File: src/rtl/tst_pkg.sv
package tst_pkg;
    localparam int THR_W = 2;

    typedef enum logic [1:0] {
        SEQ_IDLE    = 2'd0,
        SEQ_STEP    = 2'd1,
        SEQ_RESTART = 2'd2
    } seq_e;

    typedef struct packed {
        logic             sf;
        logic [THR_W-1:0] thr;
    } mode_t;

    typedef struct packed {
        mode_t mode;
        logic  run;
        seq_e  seq;
        logic  st_unf;
        logic  st_stop;
        logic  cond;
        logic  start;
    } state_t;
endpackage

File: src/rtl/tst_level_cmp.sv
module tst_level_cmp
    import tst_pkg::*;
#(
    parameter int LVL_W      = 11,
    parameter int BASE_BYTES = 128
) (
    input  mode_t            mode,
    input  logic             run,
    input  logic [LVL_W-1:0] level,
    input  logic             whole,
    output logic             cond
);
    localparam int CW = LVL_W + 1;

    logic [CW-1:0] need;
    logic          lvl_ok;

    always_comb begin
        need   = CW'(BASE_BYTES) << mode.thr;
        lvl_ok = {1'b0, level} >= need;
        cond   = run & (mode.sf ? whole : lvl_ok);
    end
endmodule

File: src/rtl/tst_escalate.sv
module tst_escalate
    import tst_pkg::*;
(
    input  mode_t cur,
    output mode_t nxt
);
    always_comb begin
        nxt = cur;
        if (!cur.sf) begin
            if (cur.thr == '1) begin
                nxt.sf = 1'b1;
            end else begin
                nxt.thr = cur.thr + 1'b1;
            end
        end
    end
endmodule

File: src/rtl/tx_start_thresh.sv
module tx_start_thresh
    import tst_pkg::*;
#(
    parameter int LVL_W      = 11,
    parameter int BASE_BYTES = 128
) (
    input  logic             clk,
    input  logic             rst_n,
    input  logic [LVL_W-1:0] fifo_level,
    input  logic             frame_whole,
    input  logic             tx_underflow,
    input  logic             cfg_we,
    input  logic             cfg_run,
    input  logic [THR_W-1:0] cfg_thr,
    input  logic             cfg_sf,
    input  logic             clr_we,
    input  logic             clr_underflow,
    input  logic             clr_stopped,
    output logic             tx_start,
    output logic             running,
    output logic             stat_underflow,
    output logic             stat_stopped,
    output logic [THR_W-1:0] cur_thr,
    output logic             cur_sf
);
    state_t q, d;
    logic   cond;
    mode_t  esc_mode;

    tst_level_cmp #(
        .LVL_W      (LVL_W),
        .BASE_BYTES (BASE_BYTES)
    ) u_cmp (
        .mode  (q.mode),
        .run   (q.run),
        .level (fifo_level),
        .whole (frame_whole),
        .cond  (cond)
    );

    tst_escalate u_esc (
        .cur (q.mode),
        .nxt (esc_mode)
    );

    always_comb begin
        d       = q;
        d.cond  = cond;
        d.start = cond & ~q.cond;

        // automatic stop / step / restart sequence
        case (q.seq)
            SEQ_STEP: begin
                d.mode = esc_mode;
                d.seq  = SEQ_RESTART;
            end
            SEQ_RESTART: begin
                d.run = 1'b1;
                d.seq = SEQ_IDLE;
            end
            default: d.seq = SEQ_IDLE;
        endcase

        // acknowledge first, so a same-cycle event stays visible
        if (clr_we) begin
            if (clr_underflow) d.st_unf  = 1'b0;
            if (clr_stopped)   d.st_stop = 1'b0;
        end

        if (tx_underflow && q.run) begin
            d.run     = 1'b0;
            d.st_unf  = 1'b1;
            d.st_stop = 1'b1;
            d.seq     = SEQ_STEP;
        end

        // software write wins over everything automatic
        if (cfg_we) begin
            d.run = cfg_run;
            if (!q.run) begin
                d.mode.thr = cfg_thr;
                d.mode.sf  = cfg_sf;
            end
            d.seq = SEQ_IDLE;
        end
    end

    always_ff @(posedge clk) begin
        if (!rst_n) begin
            q <= '0;
        end else begin
            q <= d;
        end
    end

    assign tx_start       = q.start;
    assign running        = q.run;
    assign stat_underflow = q.st_unf;
    assign stat_stopped   = q.st_stop;
    assign cur_thr        = q.mode.thr;
    assign cur_sf         = q.mode.sf;
endmodule

File: config.mk
export PLATFORM = sky130hd
export DESIGN_NAME = tx_start_thresh
export DESIGN_NICKNAME = d
export VERILOG_FILES = /design/src/rtl/tst_pkg.sv /design/src/rtl/tst_level_cmp.sv /design/src/rtl/tst_escalate.sv /design/src/rtl/tx_start_thresh.sv
export SDC_FILE = /design/constraint.sdc
export NUM_CORES = 1
export LEC_CHECK = 0
export BUFFER_PORTS_ARGS = -buffer_cell sky130_fd_sc_hd__buf_4
export CORE_MARGIN = 3
export CORE_UTILIZATION = 30
export CTS_BUF_LIST = sky130_fd_sc_hd__clkbuf_4 sky130_fd_sc_hd__clkbuf_8
export DETAILED_ROUTE_END_ITERATION = 10
export GPL_TIMING_DRIVEN = 0
export HOLD_SLACK_MARGIN = 0.15
export PLACE_DENSITY = 0.69
export SLEW_MARGIN = 15
export SYNTH_ARGS = -nofsm -noshare
export SYNTH_HDL_FRONTEND = slang
export SYNTH_SLANG_ARGS = --single-unit
File: constraint.sdc
create_clock -name clk -period 1.4 [get_ports clk]
set_input_delay 0.14 -clock clk [delete_from_list [all_inputs] [get_ports clk]]
set_output_delay 0.14 -clock clk [all_outputs]
set_load 0.01 [all_outputs]
==> run metrics <==
routed via count 505; register area share after synthesis 0.389; yosys warns 0; fillcell total 149; die width 47.4 um; Setup Viol. Count Final 0; Die Ht 47.4 um; Syn Std Cell Area 514 um2; worst-margin pin slew 252 ps; Final nets 117; dpl hpwl 884 um; most frequent cells after synthesis dfxtp_1, nand2_1, a21oi_1, nor2_1, o21ai_0; register area 205 um2; ranking of synthesized cells by area dfxtp_1, ha_1, nand2_1, a21oi_1, o21ai_0; Switch Pwr 0.172 mW; first-pass GRT wire length 1700 um; Worst VDD drop 0.469 mV; vias in the first global route 420; relative slew slack 0.831; Worst path max stage delay 360 ps; initial antenna violation count 0; Hold Path Depth 4; Max H-tree Level 1; worst endpoint required time 1540 ps; Int Pwr 0.494 mW; Hold Path Sink stat_underflow; drt wl/cell 11.2 um; TritonCTS Buffers 3; Clock Sinks 10; Fin Setup TNS 0 ps; number of antenna diodes 0; CP Cell Sequence buf_6 > nand2_1 > ha_1 > nor4_2 > a22o_1 > nor2_1; Final Max Tran Viols 0; crit path launch type flop; max_cap viols 0; Post-Syn Nets 87; ys async rst share 0; Comb power frac 0.239; I/O pins 30; Netlist cell types 23; outcome finished clean; final WL 1160 um; 1st-iter DRT viols 6; Slowest-stage cell, CP dfxtp_4; Yosys top cell area share 0.389; Routed Antenna Nets 0; Starting Density 0.330; sequential power share 0.477; skew final 2.14 ps; #FFs+latches synth 10; total core area 0.00156 mm2; insertion delay of the later-clocked pin in the worst-skew pair 260 ps; Root Buffer clkbuf_4; TritonCTS clock tree done; ys flop type dfxtp_1; drt drc 0; RR Endpoint q[1]; Overflow after GRT 0; CP endpoint kind flop; EDFF count, synth 0; Routability Congestion 0.684; GR Util All Layers 0.107; critical path class flop to flop; Non-Filler Instances 104; Sw Share 0.258; largest net degree at the start of global routing 9; maximum clock rate 742 MHz; total power 0.666 mW; drt via density 4.86; port bufs 22; synthesized netlist cell count 60; CTS clk-pin slew, worst paths 60 ps; die area 0.00225 mm2; clock buffer depth 2; Clock power frac 0.284; share of cells above drive strength 1 0.432; Avg Inst Size Synth 8.57 um2; reg2reg path depth 6; Syn-to-layout area delta 51.1%; HP Start clr_underflow; area leader, netlist dfxtp_1; CP Max Fanout 5; Rows 14; period utilization 0.962; pwr/cell area 858 mW/mm2; Pleak 0.348 nW; min cycle time layout 1350 ps; Inst Count DP 98; FF-to-FF Start cur_thr[1]; Multi-input gate area 309 um2; drt pass-1 iters 4; most common cell in the netlist dfxtp_1; Hold WC Path Type input pin to flop; Worst EP arrival 1490 ps; final-report hold violation count 0; worst reg2reg setup slack 50 ps
## how the worst max path moves through the flow
stage / startpoint / to / slack, ps / cells past startpoint
floorplan: cur_thr[1] / q[1] / 60 / 5
global placement: cur_thr[1] / q[1] / -50 / 5
detailed placement: cur_thr[0] / q[1] / -70 / 5
CTS: cur_thr[0] / tx_start / 50 / 5
global route: cur_thr[1] / q[1] / -40 / 6
finish: cur_thr[1] / q[1] / 50 / 6
## cells in the final DEF (no fill, tap or decap), types with 2 or more instances in the layout
cell type / instances
nand2_1: 7
nand2b_1: 3
o21ai_0: 4
a21oi_1: 5
ha_1: 3
clkbuf_4: 3
o21ai_1: 2
a21boi_0: 2
inv_1: 3
nor2b_1: 2
buf_4: 25
dfxtp_1: 8
nor2_1: 5
## layout make-up
cell class / count / share of cell area
inverters: 3 / 0.0145
clock buffers: 3 / 0.0290
well taps: 16 / 0.0258
multi-input cells: 45 / 0.398
flip-flops and latches: 10 / 0.264
repair buffers: 25 / 0.250
plain buffers: 2 / 0.0193
## timing repair
item | CTS | global route
endpoints found under the hold margin | 1 | 0
setup endpoints to repair | 2 | 2
pin swaps | 1 | 3
hold buffers | 1 | 0
buffers inserted | 2 | 0
gates resized for setup | 6 | 2
## power groups by stage
stage,registers [mW],logic [mW],clock network (mW)
floorplan,0.323,0.0677,0
global placement,0.323,0.133,0
detailed placement,0.324,0.137,0
CTS,0.317,0.155,0.197
global route,0.320,0.179,0.210
finish,0.318,0.159,0.189
## stage by stage
step | instance area (um2) | utilization | hold slack (ps) | setup slack, ps
6_report | 777 | 0.498 | 155 | 52.5
4_1_cts | 767 | 0.492 | 154 | 53.2
3_3_place_gp | 699 | 0.449 | 402 | -53.4
5_1_grt | 777 | 0.498 | 166 | -42.9
3_5_place_dp | 699 | 0.449 | 400 | -72.3
2_1_floorplan | 514 | - | 278 | 56.6
## worst max-delay path: cells and delay by family, from the launching register on
family          cells  cell delay, ps
flops               1             360
simple gates        3             360
fa+ha+maj           1             210
compound gates      1             200
buf+inv             1             100
## cells by family (layout without fill, tap and decap cells)
family                   Yosys count  in the layout  share of synthesized area
buffers and inverters              5             33                     0.0511
flip-flops                        10             10                      0.389
AND/OR/NAND/NOR                   24             24                      0.258
AO/OA/AOI/OAI                     17             17                      0.204
adder cells (fa/ha/maj)            4              4                     0.0973
## sequential cells by signal, indices dropped and copies added (netlist names)
| register | flops |
|---|---|
| stat_underflow | 1 |
| cur_thr | 2 |
| running | 1 |
| q | 3 |
| tx_start | 1 |
| stat_stopped | 1 |
| cur_sf | 1 |
## routing by layer
layer	share of wire	global-route usage	routed length (um)
met1	0.46	0.149	537
met2	0.46	0.152	531
met3	0.079	0.0498	92
met4	0	0.0166	0
met5	0	0	0
No activity file was read; power rests on OpenSTA's default activity.
